$ cat config.mk
export PLATFORM = sky130hd
export DESIGN_NAME = pci_cfg_space
export DESIGN_NICKNAME = d
export VERILOG_FILES = /design/src/rtl/pcicfg_pkg.sv /design/src/rtl/cfg_cmd_status.sv /design/src/rtl/cfg_bar.sv /design/src/rtl/cfg_pm.sv /design/src/rtl/pci_cfg_space.sv
export SDC_FILE = /design/constraint.sdc
export NUM_CORES = 1
export LEC_CHECK = 0
export BUFFER_PORTS_ARGS = -buffer_cell sky130_fd_sc_hd__buf_2
export CAP_MARGIN = 20
export CORE_MARGIN = 4
export CORE_UTILIZATION = 35
export DETAILED_ROUTE_END_ITERATION = 8
export GPL_TIMING_DRIVEN = 0
export PLACE_DENSITY = 0.71
export SYNTH_ARGS = -nofsm -noshare
export SYNTH_HDL_FRONTEND = slang
export SYNTH_SLANG_ARGS = --single-unit
$ cat constraint.sdc
create_clock -name clk -period 2.14 [get_ports clk]
set_input_delay 0.107 -clock clk [delete_from_list [all_inputs] [get_ports clk]]
set_output_delay 0.107 -clock clk [all_outputs]
set_load 0.01 [all_outputs]
$ cat src/rtl/pcicfg_pkg.sv
package pcicfg_pkg;

  localparam int A_ID     = 0;
  localparam int A_CMDSTS = 1;
  localparam int A_CLASS  = 2;
  localparam int A_MISC   = 3;
  localparam int A_IOBAR  = 4;
  localparam int A_MEMBAR = 5;
  localparam int A_CIS    = 10;
  localparam int A_SUBID  = 11;
  localparam int A_ROMBAR = 12;
  localparam int A_CAPPTR = 13;
  localparam int A_INTR   = 15;

  // status upper half: flags in bits 15,14,13,12,8 (dword bits 31,30,29,28,24)
  localparam logic [15:0] STS_FLAG_MASK = 16'hF100;
  localparam logic [15:0] STS_CONST     = 16'h0210;
  localparam logic [15:0] CMD_WMASK     = 16'h0147;

  function automatic logic [31:0] be_mask(input logic [3:0] be);
    return {{8{be[3]}}, {8{be[2]}}, {8{be[1]}}, {8{be[0]}}};
  endfunction

  function automatic logic [31:0] be_merge(input logic [31:0] old_v,
                                           input logic [31:0] new_v,
                                           input logic [3:0]  be);
    logic [31:0] m;
    m = be_mask(be);
    return (old_v & ~m) | (new_v & m);
  endfunction

endpackage

$ cat src/rtl/cfg_cmd_status.sv
module cfg_cmd_status
  import pcicfg_pkg::*;
#(
  parameter logic [15:0] CMD_RESET = 16'h0007
) (
  input  logic        clk,
  input  logic        rst,
  input  logic        wr_en,
  input  logic [3:0]  be,
  input  logic [31:0] wdata,
  input  logic        ev_addr_perr,
  input  logic        ev_data_perr,
  input  logic        ev_master_dperr,
  input  logic        ev_master_abort,
  input  logic        ev_target_abort,
  output logic [15:0] cmd_q,
  output logic [15:0] sts_word,
  output logic        serr_o
);

  logic [15:0] flags_q;
  logic [15:0] set_v;
  logic [15:0] clr_v;
  logic        serr_fire;
  logic [31:0] merged;

  assign serr_fire = ev_addr_perr & cmd_q[8] & cmd_q[6];
  assign merged    = be_merge({16'h0, cmd_q}, wdata, be);

  always_comb begin
    set_v     = '0;
    set_v[15] = ev_addr_perr | ev_data_perr;
    set_v[14] = serr_fire;
    set_v[13] = ev_master_abort;
    set_v[12] = ev_target_abort;
    set_v[8]  = ev_master_dperr;
    clr_v     = wr_en ? (wdata[31:16] & be_mask(be)[31:16]) : 16'h0;
  end

  always_ff @(posedge clk) begin
    if (rst) begin
      cmd_q   <= CMD_RESET;
      flags_q <= '0;
      serr_o  <= 1'b0;
    end else begin
      if (wr_en) cmd_q <= merged[15:0] & CMD_WMASK;
      flags_q <= ((flags_q & ~clr_v) | set_v) & STS_FLAG_MASK;
      serr_o  <= serr_fire;
    end
  end

  assign sts_word = flags_q | STS_CONST;

endmodule

$ cat src/rtl/cfg_bar.sv
module cfg_bar
  import pcicfg_pkg::*;
#(
  parameter logic [31:0] WMASK   = 32'hFFFF_FF80,
  parameter logic [31:0] RO_BITS = 32'h0000_0000
) (
  input  logic        clk,
  input  logic        rst,
  input  logic        wr_en,
  input  logic [3:0]  be,
  input  logic [31:0] wdata,
  output logic [31:0] value
);

  logic [31:0] q;

  always_ff @(posedge clk) begin
    if (rst)        q <= '0;
    else if (wr_en) q <= be_merge(q, wdata, be) & WMASK;
  end

  assign value = q | RO_BITS;

endmodule

$ cat src/rtl/cfg_pm.sv
module cfg_pm (
  input  logic        clk,
  input  logic        rst,
  input  logic        wr_en,
  input  logic [3:0]  be,
  input  logic [31:0] wdata,
  input  logic        pme_event,
  output logic [31:0] pmcsr,
  output logic [1:0]  pm_state,
  output logic        pme_o
);

  logic pme_en_q;
  logic pme_sts_q;
  logic state_ok;

  assign state_ok = (wdata[1:0] == 2'b00) || (wdata[1:0] == 2'b11);

  always_ff @(posedge clk) begin
    if (rst) begin
      pm_state  <= 2'b00;
      pme_en_q  <= 1'b1;
      pme_sts_q <= 1'b0;
    end else begin
      if (wr_en && be[0] && state_ok) pm_state <= wdata[1:0];
      if (wr_en && be[1])             pme_en_q <= wdata[8];
      pme_sts_q <= pme_event | (pme_sts_q & ~(wr_en & be[1] & wdata[15]));
    end
  end

  assign pmcsr = {16'h0, pme_sts_q, 6'h0, pme_en_q, 6'h0, pm_state};
  assign pme_o = pme_sts_q & pme_en_q;

endmodule

$ cat src/rtl/pci_cfg_space.sv
module pci_cfg_space
  import pcicfg_pkg::*;
#(
  parameter int          CFG_BYTES     = 256,
  parameter int          IO_WIN_BYTES  = 128,
  parameter int          ROM_WIN_BYTES = 262144,
  parameter logic [15:0] VENDOR_ID     = 16'h1AB5,
  parameter logic [15:0] DEVICE_ID     = 16'h0C21,
  parameter logic [23:0] CLASS_CODE    = 24'h020000,
  parameter logic [7:0]  REVISION      = 8'h12,
  parameter logic [7:0]  INT_PIN       = 8'h01,
  parameter logic [7:0]  MIN_GNT       = 8'h14,
  parameter logic [7:0]  MAX_LAT       = 8'h28,
  parameter logic [7:0]  CAP_OFFSET    = 8'h50,
  parameter logic [4:0]  PME_SUPPORT   = 5'b11000,
  localparam int ADDR_W  = $clog2(CFG_BYTES / 4),
  localparam int IO_LSB  = $clog2(IO_WIN_BYTES),
  localparam int ROM_LSB = $clog2(ROM_WIN_BYTES)
) (
  input  logic                clk,
  input  logic                rst,
  input  logic                cfg_rd,
  input  logic                cfg_wr,
  input  logic [ADDR_W-1:0]   cfg_addr,
  input  logic [3:0]          cfg_be,
  input  logic [31:0]         cfg_wdata,
  output logic [31:0]         cfg_rdata,
  output logic                cfg_rvalid,
  input  logic [15:0]         sub_vendor_id,
  input  logic [15:0]         sub_device_id,
  input  logic [31:0]         cis_ptr,
  input  logic                ev_addr_perr,
  input  logic                ev_data_perr,
  input  logic                ev_master_dperr,
  input  logic                ev_master_abort,
  input  logic                ev_target_abort,
  input  logic                pme_event,
  output logic                io_space_en,
  output logic                mem_space_en,
  output logic                bus_master_en,
  output logic [31:IO_LSB]    io_base,
  output logic [31:IO_LSB]    mem_base,
  output logic [31:ROM_LSB]   rom_base,
  output logic                rom_decode_en,
  output logic                serr_o,
  output logic [1:0]          pm_state,
  output logic                pme_o
);

  localparam logic [31:0] IO_WMASK  = ~((32'd1 << IO_LSB) - 32'd1);
  localparam logic [31:0] ROM_WMASK = ~((32'd1 << ROM_LSB) - 32'd1) | 32'd1;
  localparam int          CAP_DW    = int'(CAP_OFFSET) / 4;
  localparam int          PMCSR_DW  = CAP_DW + 1;
  localparam logic [15:0] PMC_WORD  = {PME_SUPPORT, 8'h00, 3'b010};

  function automatic logic hit(input logic [ADDR_W-1:0] a, input int idx);
    return a == ADDR_W'(idx);
  endfunction

  logic [15:0] cmd_q;
  logic [15:0] sts_word;
  logic [31:0] iobar_v, membar_v, rombar_v, pmcsr_v;
  logic [7:0]  cls_q, lat_q, intline_q;
  logic [31:0] rd_mux;

  cfg_cmd_status #(.CMD_RESET(16'h0007)) u_cmdsts (
    .clk(clk), .rst(rst), .wr_en(cfg_wr && hit(cfg_addr, A_CMDSTS)),
    .be(cfg_be), .wdata(cfg_wdata),
    .ev_addr_perr(ev_addr_perr), .ev_data_perr(ev_data_perr),
    .ev_master_dperr(ev_master_dperr), .ev_master_abort(ev_master_abort),
    .ev_target_abort(ev_target_abort),
    .cmd_q(cmd_q), .sts_word(sts_word), .serr_o(serr_o)
  );

  cfg_bar #(.WMASK(IO_WMASK), .RO_BITS(32'h1)) u_iobar (
    .clk(clk), .rst(rst), .wr_en(cfg_wr && hit(cfg_addr, A_IOBAR)),
    .be(cfg_be), .wdata(cfg_wdata), .value(iobar_v)
  );

  cfg_bar #(.WMASK(IO_WMASK), .RO_BITS(32'h0)) u_membar (
    .clk(clk), .rst(rst), .wr_en(cfg_wr && hit(cfg_addr, A_MEMBAR)),
    .be(cfg_be), .wdata(cfg_wdata), .value(membar_v)
  );

  cfg_bar #(.WMASK(ROM_WMASK), .RO_BITS(32'h0)) u_rombar (
    .clk(clk), .rst(rst), .wr_en(cfg_wr && hit(cfg_addr, A_ROMBAR)),
    .be(cfg_be), .wdata(cfg_wdata), .value(rombar_v)
  );

  cfg_pm u_pm (
    .clk(clk), .rst(rst), .wr_en(cfg_wr && hit(cfg_addr, PMCSR_DW)),
    .be(cfg_be), .wdata(cfg_wdata), .pme_event(pme_event),
    .pmcsr(pmcsr_v), .pm_state(pm_state), .pme_o(pme_o)
  );

  always_ff @(posedge clk) begin
    if (rst) begin
      cls_q     <= '0;
      lat_q     <= '0;
      intline_q <= '0;
    end else if (cfg_wr) begin
      if (hit(cfg_addr, A_MISC) && cfg_be[0]) cls_q     <= cfg_wdata[7:0];
      if (hit(cfg_addr, A_MISC) && cfg_be[1]) lat_q     <= cfg_wdata[15:8];
      if (hit(cfg_addr, A_INTR) && cfg_be[0]) intline_q <= cfg_wdata[7:0];
    end
  end

  always_comb begin
    rd_mux = '0;
    if      (hit(cfg_addr, A_ID))     rd_mux = {DEVICE_ID, VENDOR_ID};
    else if (hit(cfg_addr, A_CMDSTS)) rd_mux = {sts_word, cmd_q};
    else if (hit(cfg_addr, A_CLASS))  rd_mux = {CLASS_CODE, REVISION};
    else if (hit(cfg_addr, A_MISC))   rd_mux = {16'h0, lat_q, cls_q};
    else if (hit(cfg_addr, A_IOBAR))  rd_mux = iobar_v;
    else if (hit(cfg_addr, A_MEMBAR)) rd_mux = membar_v;
    else if (hit(cfg_addr, A_CIS))    rd_mux = cis_ptr;
    else if (hit(cfg_addr, A_SUBID))  rd_mux = {sub_device_id, sub_vendor_id};
    else if (hit(cfg_addr, A_ROMBAR)) rd_mux = rombar_v;
    else if (hit(cfg_addr, A_CAPPTR)) rd_mux = {24'h0, CAP_OFFSET};
    else if (hit(cfg_addr, A_INTR))   rd_mux = {MAX_LAT, MIN_GNT, INT_PIN, intline_q};
    else if (hit(cfg_addr, CAP_DW))   rd_mux = {PMC_WORD, 8'h00, 8'h01};
    else if (hit(cfg_addr, PMCSR_DW)) rd_mux = pmcsr_v;
  end

  always_ff @(posedge clk) begin
    if (rst) begin
      cfg_rdata  <= '0;
      cfg_rvalid <= 1'b0;
    end else begin
      cfg_rdata  <= cfg_rd ? rd_mux : 32'h0;
      cfg_rvalid <= cfg_rd;
    end
  end

  assign io_space_en   = cmd_q[0];
  assign mem_space_en  = cmd_q[1];
  assign bus_master_en = cmd_q[2];
  assign io_base       = iobar_v[31:IO_LSB];
  assign mem_base      = membar_v[31:IO_LSB];
  assign rom_base      = rombar_v[31:ROM_LSB];
  assign rom_decode_en = rombar_v[0] & cmd_q[1];

endmodule

==> reports/results.tsv, run 1 <==
stage	metric	value	unit
outcome	failed_checks	hold timing	
clock_tree	cts_setup_buffers	0	
layout	nFillCells	1636	
grt	grt_first_pass_wirelength	39.6	mm
sta	fin_ws	0.0114	ns
route	firstDrtPassIters	5	
floorplan	fp.dieH	139	µm
critical_path	r2r_slack	0.88	ns
sta	rsz0062_at_grt	false	
sta	skew	0.00791	ns
placed_design	detailed_place_hpwl	19.0	mm
route	dr.first_iter.drc_count	693	
route	wl_per_cell	21.6	µm
sta	fmax	470	MHz
layout	area_growth_syn_to_layout	40.0	%
floorplan	die_w	139	µm
sta	fin_crit_sh	99.5	%
critical_path	end_kind	flip-flop	
logic_synthesis	yosysMostFrequentCell	dfxtp_1	
logic_synthesis	synth_top_cells_by_count	dfxtp_1 (137), nand2_1 (118), a21oi_1 (92), nor2_1 (60), mux2i_1 (40)	
grt	overflow	0	
critical_path	worstPathArrival	2.42	ns
placed_design	dp.cells	1145	
logic_synthesis	yosys-top-cells-area	dfxtp_1 (46%), a21oi_1 (7.7%), nand2_1 (7.4%)	
floorplan	core_area	0.0167	mm²
layout	fin_cells	1227	
sta	worst_slew_pin_slew	1.01	ns
outcome	status	complete, but fails checks	
logic_synthesis	netlist_area	0.00602	mm²
sta	relSlewSlack	32.1	%
placed_design	preCtsSetupSlack	-0.419	ns
logic_synthesis	synth-main-ff-cell	dfxtp_1	
sta	hold_viol	1	
clock_tree	cts_root_buf	clkbuf_16	
power	p_leak	3.46	nW
logic_synthesis	ys_async_sr_fraction	0	%
critical_path	required	2.44	ns
placed_design	portBuffers	215	
run	max_cap_violations	0	
clock_tree	ctsHtreeMaxLevel	4	
grt	grt_antenna_before_repair	1	
critical_path	startpoint_type	primary input	
layout	nNetsFinal	1107	
clock_tree	numCtsBuffers	17	
sta	setup-violations-final	0	
grt	grt_util_all_layers	26.5	%
floorplan	start_util	36.0	%
power	power_density	704	mW/mm²
logic_synthesis	syn_nets	826	
route	ant_nets	0	
logic_synthesis	synth_cells	710	
layout	ff_latch_area	0.00274	mm²
clock_tree	cts_tree	done	
clock_tree	path_clk_slew	0.06	ns
logic_synthesis	ys_ff_latch	137	
floorplan	rows	47	
grt	grt_max_degree	17	
clock_tree	cts_sinks	137	
critical_path	critical_path_class	in2reg	
logic_synthesis	synth_top_area_cell	dfxtp_1	
power	peakVddDrop	0.578	mV
logic_synthesis	synth_warnings	0	
layout	drive_above_1_share	30.1	%
sta	fin_crit	2.13	ns
logic_synthesis	avgSynthCellArea	8.48	µm²
layout	multi_input_area	0.00297	mm²
logic_synthesis	yosysSeqAreaShare	45.6	%
placed_design	gp_congestion	0.941	
grt	grt_pass1_vias	6838	
floorplan	dieArea	0.0194	mm²
sta	hold_slack	-0.000147	ns
route	vias_per_cell	5.58	
route	drt_wl_total	26.5	mm
power	power	5.93	mW
logic_synthesis	synth_edf_count	0	
clock_tree	worstSkewPairLatency	0.44	ns
logic_synthesis	yosysUniqueCellTypes	56	
logic_synthesis	synth_top_area_share	45.6	%
clock_tree	cts_max_path_buffers	2	
route	dr_total_vias	6849	
critical_path	crit_fanout	10	
floorplan	top_level_ports	221	
worst_hold_path	hold_path_class	in2reg	
route	route.detailed.drc	0	
sta	slew_violations	0	
[worst max-delay path: stages]
cell	delay [ns]
buf_2	0.11
buf_2	0.19
nor4_1	0.82
nand2_1	0.43
nand3_1	0.49
a211o_1	0.17
o21ai_0	0.10
[per-stage QoR]
| step | cell area [µm²] | util, % | hold WS (ns) | setup TNS, ns |
|---|---|---|---|---|
| floorplan | 6020 | - | 0.224 | 0 |
| global route | 8420 | 50.4 | 0.0278 | 0 |
| CTS | 8410 | 50.4 | 0.00372 | 0 |
| detailed placement | 7370 | 44.1 | 0.324 | -13.98 |
| finish | 8430 | 50.5 | -0.000147 | 0 |
| global placement | 7370 | 44.1 | 0.319 | -13.25 |
[cell usage in the layout (no fill, tap or decap), types with 4 or more instances in the layout]
cell type / netlist / routed
nand2b_1: 4 / 4
and3_1: 4 / 4
a21oi_1: 92 / 92
a222oi_1: 5 / 5
nor2b_1: 7 / 7
clkbuf_1: 20 / 20
o21ai_0: 28 / 28
clkinvlp_4: 0 / 8
a22oi_1: 26 / 26
nor2_1: 60 / 60
mux2i_1: 40 / 40
a221oi_1: 6 / 6
dfxtp_1: 137 / 137
nand3_1: 22 / 21
buf_4: 18 / 18
nor3_2: 5 / 5
a211oi_1: 8 / 8
buf_2: 15 / 230
inv_1: 6 / 6
nor2_2: 6 / 6
o221ai_1: 8 / 8
clkbuf_16: 0 / 17
a31oi_1: 7 / 7
nand2_1: 118 / 118
o22ai_1: 12 / 12
dlygate4sd3_1: 0 / 47
[path summary, 6_finish.rpt]
path / startpoint / end / depth (start not counted)
hold reg to reg: cls_q[7]$_SDFFE_PP0P_ / cls_q[7]$_SDFFE_PP0P_ / 2
setup / recovery: cfg_addr[3] / cfg_rdata[29]$_SDFF_PP0_ / 7
setup reg to reg: flip-flop / cfg_rdata[8]$_SDFF_PP0_ / 3
hold / removal: sub_device_id[9] / cfg_rdata[25]$_SDFF_PP0_ / 3
[what timing repair did]
| item | 4_1_cts | 5_1_grt |
|---|---|---|
| endpoints found under the hold margin | 106 | 0 |
| resized for setup | 0 | 2 |
| hold buffers | 47 | 0 |
| endpoints found under the setup margin | 0 | 27 |
[power by group]
part           leakage [nW]  internal, mW  switching [mW]
registers              1.11          2.57         0.00869
clock network         0.256          1.66            1.20
logic                  2.10         0.207           0.290
total                  3.46          4.44            1.50
[layer usage]
layer  global-route usage [%]  up-vias  share of wire, %
met1                     34.1     3206                40
met5                        0        -                 0
met3                     7.52       76                10
li1                         -     3139                 -
met4                     12.8        0               4.4
met2                     41.0      428                45
[area by class of cell]
| type | instances | area share [%] |
|---|---|---|
| tap | 220 | 3.27 |
| sequential | 137 | 32.5 |
| multi-input combinational | 512 | 35.2 |
| clock buffer | 19 | 5.37 |
| clock inverter | 13 | 1.44 |
| antenna | 3 | 0.0891 |
| buffer | 55 | 3.49 |
| inverter | 6 | 0.267 |
| timing repair buffer | 262 | 18.3 |
[logic make-up (layout without fill, tap and decap cells)]
family          after synthesis  count (layout)  synth area share [%]
mux                          40              40                  6.65
flops                       137             137                  45.6
compound gates              218             218                  22.9
fa+ha+maj                     1               1                 0.166
buf+inv                      61             355                  5.24
simple gates                253             253                  19.4
other cells                   0               3                     0
No activity file was read; power rests on OpenSTA's default activity.
==> run 2, diff against run 1 <==
--- a/config.mk
+++ b/config.mk
@@ -11,7 +11,8 @@
 export CORE_UTILIZATION = 35
 export DETAILED_ROUTE_END_ITERATION = 8
 export GPL_TIMING_DRIVEN = 0
-export PLACE_DENSITY = 0.71
+export PLACE_DENSITY = 0.7
 export SYNTH_ARGS = -nofsm -noshare
 export SYNTH_HDL_FRONTEND = slang
+export SYNTH_HIERARCHICAL = 1
 export SYNTH_SLANG_ARGS = --single-unit
==> constraint.sdc (replaced) <==
create_clock -name clk -period 1.9 [get_ports clk]
set_input_delay 0.095 -clock clk [delete_from_list [all_inputs] [get_ports clk]]
set_output_delay 0.095 -clock clk [all_outputs]
set_load 0.01 [all_outputs]
==> reports/results.tsv, run 2 <==
stage	metric	value	unit	change
logic_synthesis	synthXorXnorAreaFrac	0.106	%	+0.11 points
critical_path	end_kind	flip-flop		
run	max_cap_violations	0		unchanged
sta	fin_ws	0.0238	ns	+0.0125 ns
power	p_leak	4.86	nW	+41%
critical_path	startpoint_type	primary input		
logic_synthesis	synth_compound_area_share	33.3	%	+10 points
logic_synthesis	synth_mux_area_share	1.46	%	-5.2 points
logic_synthesis	synth_top_area_cell	dfxtp_1		
sta	rsz0062_at_grt	false		
logic_synthesis	ys_ff_latch	137		unchanged
sta	fmax	533	MHz	
grt	grt_antenna_before_repair	3		+2
logic_synthesis	netlist_area	0.00830	mm²	+38%
layout	ff_latch_area	0.00274	mm²	unchanged
grt	grt_first_pass_wirelength	52.2	mm	+32%
worst_hold_path	min_path_cells	3		unchanged
logic_synthesis	synth_warnings	6		+6
clock_tree	cts_max_path_buffers	2		unchanged
sta	hold_slack	0.00107	ns	+0.00122 ns
logic_synthesis	yosysMostFrequentCell	dfxtp_1		
floorplan	fp.dieH	162	µm	+16%
floorplan	start_util	35.5	%	-0.57 points
logic_synthesis	synth_cells	963		+36%
clock_tree	ctsHtreeMaxLevel	4		unchanged
layout	nNetsFinal	1431		+29%
power	power_density	645	mW/mm²	-8.4%
logic_synthesis	synth_top_family_by_area	compound AO/OA/AOI/OAI gates		
logic_synthesis	yosys.area_share.simple	16.5	%	-2.9 points
critical_path	crit_start	cfg_addr[1]		
logic_synthesis	yosys-top-cells-area	dfxtp_1 (33%), buf_4 (8.4%), a21bo_1 (6.3%)		
layout	drive_above_1_share	36.8	%	+6.7 points
grt	grt_max_degree	18		+1
critical_path	reg2reg_to	cfg_rdata[31]$_SDFF_PP0_		
power	peakVddDrop	0.571	mV	-1.4%
clock_tree	cts_root_buf	clkbuf_16		
placed_design	gp_congestion	0.965		+2.6%
worst_hold_path	hold_path_class	in2reg		
layout	nFillCells	2368		+45%
route	wl_per_cell	21.5	µm	-0.20%
logic_synthesis	synth-main-ff-cell	dfxtp_1		
route	firstDrtPassIters	5		unchanged
layout	final_common_cell	buf_2		
clock_tree	path_clk_slew	0.06	ns	about the same
critical_path	critical_path_class	in2reg		
sta	worst_slew_pin_slew	1.06	ns	+0.0488 ns
layout	final_area	0.0111	mm²	+31%
logic_synthesis	yosysUniqueCellTypes	70		+25%
grt	grt_pass1_vias	8503		+24%
logic_synthesis	yosysSeqAreaShare	33.0	%	-13 points
placed_design	portBuffers	216		+0.47%
worst_hold_path	hold_end	cfg_rdata[1]$_SDFF_PP0_		
logic_synthesis	synth_top_cells_by_count	dfxtp_1 (137), buf_4 (93), nand2_1 (88), a21oi_1 (74), nand3_1 (72)		
layout	area_growth_syn_to_layout	33.5	%	
logic_synthesis	synth_edf_count	0		unchanged
route	dr_total_vias	9006		+31%
critical_path	worstPathArrival	2.19	ns	-0.23 ns
layout	utilization	47.3	%	-3.1 points
outcome	status	completed		
route	dr.first_iter.drc_count	998		+44%
layout	multi_input_area	0.00458	mm²	+54%
placed_design	preCtsSetupSlack	-0.568	ns	-0.149 ns
logic_synthesis	ys_async_sr_fraction	0	%	unchanged
route	drt_wl_total	35.5	mm	+34%
critical_path	reg2reg_depth	4		+1
grt	overflow	0		unchanged
sta	skew	0.00889	ns	+0.000987 ns
sta	hold_viol	0		-1
route	vias_per_cell	5.47		-2.0%
floorplan	top_level_ports	221		unchanged
clock_tree	worstSkewPairLatency	0.44	ns	about the same
grt	grt_util_all_layers	26.2	%	-0.31 points
floorplan	die_w	162	µm	+16%
floorplan	rows	56		+19%
sta	fin_crit	1.88	ns	
logic_synthesis	synthAdderAreaFrac	0	%	-0.17 points
sta	setup-violations-final	0		unchanged
floorplan	core_area	0.0234	mm²	+40%
worst_hold_path	hp-start	sub_vendor_id[1]		
clock_tree	numCtsBuffers	17		unchanged
critical_path	r2r_slack	0.37	ns	-0.51 ns
clock_tree	cts_tree	done		
route	route.detailed.drc	0		unchanged
sta	fin_crit_sh	98.7	%	
logic_synthesis	avgSynthCellArea	8.62	µm²	+1.7%
sta	slew_violations	0		unchanged
placed_design	detailed_place_hpwl	26.3	mm	+38%
clock_tree	cts_sinks	137		unchanged
critical_path	crit_fanout	10		unchanged
logic_synthesis	synth_top_area_share	33.0	%	-13 points
layout	mostFrequentLayoutCells	buf_2 (250), dfxtp_1 (137), buf_4 (95), nand2_1 (88), conb_1 (81)		
floorplan	dieArea	0.0262	mm²	+36%
placed_design	place_area	0.0101	mm²	+36%
critical_path	required	2.21	ns	-0.23 ns
sta	relSlewSlack	28.5	%	-3.6 points
route	ant_nets	0		unchanged
[run 2: cell types whose count changed after synthesis, sizes merged, moves of 7 or more]
cell,previous run,this run
a21o,1,9
a21bo,0,67
buf,35,153
o22ai,12,3
a21oi,92,126
mux2i,40,11
nand2,119,89
a221oi,6,19
and3,4,20
conb,0,7
nor2,66,36
nand4,2,11
a22o,3,13
nand3,23,72
[run 2: cells by family (layout without fill, tap and decap cells)]
| group | Yosys count | in the layout |
|---|---|---|
| other | 7 | 82 |
| and+or+nand+nor | 270 | 270 |
| muxes | 12 | 12 |
| buffers and inverters | 178 | 468 |
| xor gates and xnor gates | 1 | 1 |
| AOI/OAI and AO/OA | 358 | 358 |
| DFF | 137 | 137 |
[run 2: power breakdown]
group / switching, mW / leakage, nW / total [mW] / internal [mW]
clock network: 1.41 / 0.274 / 3.34 / 1.94
registers: 0.0132 / 1.11 / 2.91 / 2.90
logic: 0.492 / 3.48 / 0.892 / 0.400
total: 1.91 / 4.86 / 7.14 / 5.23
[run 2: what timing repair did]
action / 4_1_cts / 5_1_grt
endpoints found under the hold margin: 102 / 0
hold buffers: 41 / 0
buffers inserted: 2 / 0
endpoints found under the setup margin: 13 / 19
gates resized for setup: 4 / 7
pin swaps: 1 / 0
[run 2: stage by stage]
stage | setup TNS (ns) | total power [mW] | cells
6_report | 0 | 7.14 | 1647
5_1_grt | 0 | 7.35 | 1647
4_1_cts | 0 | 7.13 | 1646
3_5_place_dp | -20.51 | 3.76 | 1572
3_3_place_gp | -23.11 | 3.76 | 1572
2_1_floorplan | 0 | 3.42 | 1037
[run 2: worst max-delay path, stage by stage]
cell	delay, ns
buf_2	0.22
buf_2	0.29
inv_1	0.16
o21ai_0	0.85
nor2_1	0.17
a221oi_1	0.27
a31oi_1	0.12
[run 2: how the worst max path moves through the flow]
stage | to | slack, ns | cells past startpoint
6_report | cfg_rdata[2]$_SDFF_PP0_ | 0.02 | 7
5_1_grt | cfg_rdata[2]$_SDFF_PP0_ | 0.0005 | 7
4_1_cts | cfg_rdata[29]$_SDFF_PP0_ | 0.04 | 8
3_5_place_dp | cfg_rdata[13]$_SDFF_PP0_ | -0.57 | 7
3_3_place_gp | cfg_rdata[31]$_SDFF_PP0_ | -0.57 | 7
2_1_floorplan | flip-flop | 0.10 | 7
[run 2: area by class of cell]
type,count,share of cell area [%]
clock buffer,18,3.87
timing repair buffer,259,13.6
tap,319,3.60
multi-input combinational,722,41.3
sequential,137,24.8
antenna,1,0.0226
buffer,174,11.4
inverter,4,0.136
clock inverter,13,1.31
[run 2: layer usage]
layer / up-vias / global-route usage (%) / part of all wire, %
met5: - / 0 / 0.054
met3: 110 / 5.46 / 10
met1: 4208 / 34.6 / 41
li1: 4081 / - / -
met2: 603 / 41.4 / 45
met4: 4 / 11.8 / 4.1
==> run 3, diff against run 2 <==
--- a/config.mk
+++ b/config.mk
@@ -5,12 +5,14 @@
 export SDC_FILE = /design/constraint.sdc
 export NUM_CORES = 1
 export LEC_CHECK = 0
-export BUFFER_PORTS_ARGS = -buffer_cell sky130_fd_sc_hd__buf_2
+export BUFFER_PORTS_ARGS = -buffer_cell sky130_fd_sc_hd__buf_4
 export CAP_MARGIN = 20
 export CORE_MARGIN = 4
 export CORE_UTILIZATION = 35
+export CTS_BUF_LIST = sky130_fd_sc_hd__clkbuf_16
 export DETAILED_ROUTE_END_ITERATION = 8
 export GPL_TIMING_DRIVEN = 0
+export HOLD_SLACK_MARGIN = 0.05
 export PLACE_DENSITY = 0.7
 export SYNTH_ARGS = -nofsm -noshare
 export SYNTH_HDL_FRONTEND = slang
==> reports/results.tsv, run 3 (synthesis results as in run 2) <==
stage	metric	value	unit	change
critical_path	worst_path_most_repeated_cell	buf_2		
sta	fin_crit_sh	97.0	%	-1.7 points
sta	setup-violations-final	0		unchanged
sta	relSlewSlack	37.8	%	+9.3 points
critical_path	worstPathArrival	2.19	ns	about the same
route	drt_wl_total	36.4	mm	+2.8%
clock_tree	cts_tree	done		
grt	grt_antenna_before_repair	0		-3
sta	fmax	542	MHz	+1.8%
sta	worst_slew_pin_slew	0.923	ns	-0.139 ns
sta	slew_violations	0		unchanged
power	internal_power	5.60	mW	+7.0%
floorplan	top_level_ports	221		unchanged
placed_design	preCtsSetupSlack	-0.589	ns	-0.0214 ns
floorplan	fp.dieH	162	µm	unchanged
floorplan	rows	56		unchanged
floorplan	die_w	162	µm	unchanged
critical_path	crit_fanout	10		unchanged
power	p_sw	1.90	mW	-0.65%
placed_design	detailed_place_hpwl	26.8	mm	+2.0%
clock_tree	path_clk_slew	0.06	ns	about the same
placed_design	gp_congestion	0.968		+0.35%
power	p_seq_share	38.8	%	-1.9 points
clock_tree	cts_root_buf	clkbuf_16		
route	wl_per_cell	21.8	µm	+1.3%
layout	nNetsFinal	1455		+1.7%
outcome	status	complete, but fails checks		
placed_design	dp.cells	1572		unchanged
grt	grt_first_pass_wirelength	53.3	mm	+2.2%
sta	skew	0.0103	ns	+0.00139 ns
clock_tree	ctsHtreeMaxLevel	4		unchanged
route	route.detailed.drc	2		+2
route	dr_total_vias	9106		+1.1%
worst_hold_path	hold_path_class	in2reg		
grt	grt_max_degree	18		unchanged
critical_path	crit_path_cell_trace	buf_2 > nor4b_4 > and2_1 > buf_2 > buf_2 > a22oi_1 > a21oi_1 > o21bai_1		
floorplan	start_util	35.5	%	unchanged
clock_tree	worstSkewPairLatency	0.44	ns	about the same
critical_path	critical_path_class	in2reg		
layout	mostFrequentLayoutCells	buf_4 (310), dfxtp_1 (137), nand2_1 (88), conb_1 (81), a21oi_1 (74)		
layout	area_growth_syn_to_layout	43.6	%	
floorplan	dieArea	0.0262	mm²	unchanged
power	peakVddDrop	0.465	mV	-18%
critical_path	critPathSlowestCell	buf_2		
grt	overflow	0		unchanged
route	dr.first_iter.drc_count	1091		+9.3%
critical_path	end_kind	flip-flop		
power	power_density	629	mW/mm²	-2.4%
power	switching_share	25.3	%	-1.4 points
worst_hold_path	hp-start	sub_device_id[5]		
layout	n_antenna_cell	0		-1
layout	drive_above_1_share	36.0	%	-0.73 points
grt	grt_pass1_vias	8977		+5.6%
critical_path	crit_path_max_incr_delay	0.41	ns	-0.44 ns
clock_tree	numCtsBuffers	17		unchanged
run	max_cap_violations	0		unchanged
floorplan	core_area	0.0234	mm²	unchanged
placed_design	portBuffers	216		unchanged
grt	grt_util_all_layers	26.8	%	+0.56 points
sta	fin_ws	0.0566	ns	+0.0328 ns
sta	fin_crit	1.84	ns	-0.0328 ns
critical_path	required	2.25	ns	+0.04 ns
route	ant_nets	0		unchanged
route	vias_per_cell	5.45		-0.28%
layout	nFillCells	2260		-4.6%
power	p_clk_share	47.7	%	+0.9 points
outcome	failed_checks	DRC		
critical_path	startpoint_type	primary input		
power	p_leak	5.08	nW	+4.5%
route	firstDrtPassIters	8		+3
sta	rsz0062_at_grt	false		
layout	fin_cells	1670		+1.4%
sta	hold_viol	0		unchanged
critical_path	crit_start	cfg_addr[5]		
clock_tree	cts_sinks	137		unchanged
clock_tree	cts_max_path_buffers	2		unchanged
layout	final_common_cell	buf_4		
power	combinationalPowerShare	13.5	%	+1.0 points
==> run 3: worst paths after layout <==
path / endpoint / slack (ns) / cells after the start
max: cfg_rdata[30]$_SDFF_PP0_ / 0.06 / 8
min: cfg_rdata[21]$_SDFF_PP0_ / 0.06 / 4
min reg2reg: intline_q[1]$_SDFFE_PP0P_ / 0.45 / 2
max reg2reg: cfg_rdata[31]$_SDFF_PP0_ / 0.43 / 4
==> run 3: critical path: cells and delay by family <==
family          cells  cell delay, ns
compound gates      3            0.69
buf+inv             3            0.88
simple gates        2            0.52
==> run 3: cell type report <==
cell class | count | area [µm²] | share of cell area (%)
Multi-Input combinational cell | 722 | 4580 | 38.4
Tap cell | 319 | 399 | 3.35
Inverter | 4 | 15.0 | 0.126
Sequential cell | 137 | 2740 | 23.0
Clock buffer | 17 | 425 | 3.57
Buffer | 173 | 1260 | 10.5
Timing Repair Buffer | 284 | 2300 | 19.3
Clock inverter | 14 | 198 | 1.66
==> run 3: repair_timing <==
action / 4_1_cts / 5_1_grt
setup endpoints to repair: 13 / 20
pin swaps: 1 / 0
hold buffers: 67 / 0
resized for setup: 4 / 8
hold endpoints to repair: 120 / 0
buffers inserted: 1 / 0
==> run 3: per-layer routing <==
layer / global-route usage, % / vias up / wire length [µm]
met5: 0 / - / 0
met4: 12.5 / 0 / 1690
met3: 6.88 / 106 / 3730
met2: 42.4 / 547 / 16200
met1: 34.2 / 4310 / 14800
li1: - / 4143 / -
==> run 3: power groups by stage <==
stage	sequential [mW]	clock (mW)	combinational [mW]
4_1_cts	2.91	3.59	0.980
5_1_grt	2.91	3.71	1.07
3_5_place_dp	2.97	0	0.859
2_1_floorplan	2.97	0	0.449
6_report	2.91	3.58	1.01
3_3_place_gp	2.97	0	0.856
==> run 3: per-stage QoR <==
stage	area, µm²	TNS (ns)	power (mW)	util, %	hold slack (ns)
6_report	11900	0	7.50	50.9	0.0615
2_1_floorplan	8580	0	3.42	-	0.164
5_1_grt	11900	0	7.69	50.9	0.0622
4_1_cts	11900	0	7.48	50.9	0.0506
3_3_place_gp	10600	-20.77	3.83	45.3	0.321
3_5_place_dp	10600	-20.41	3.83	45.3	0.330
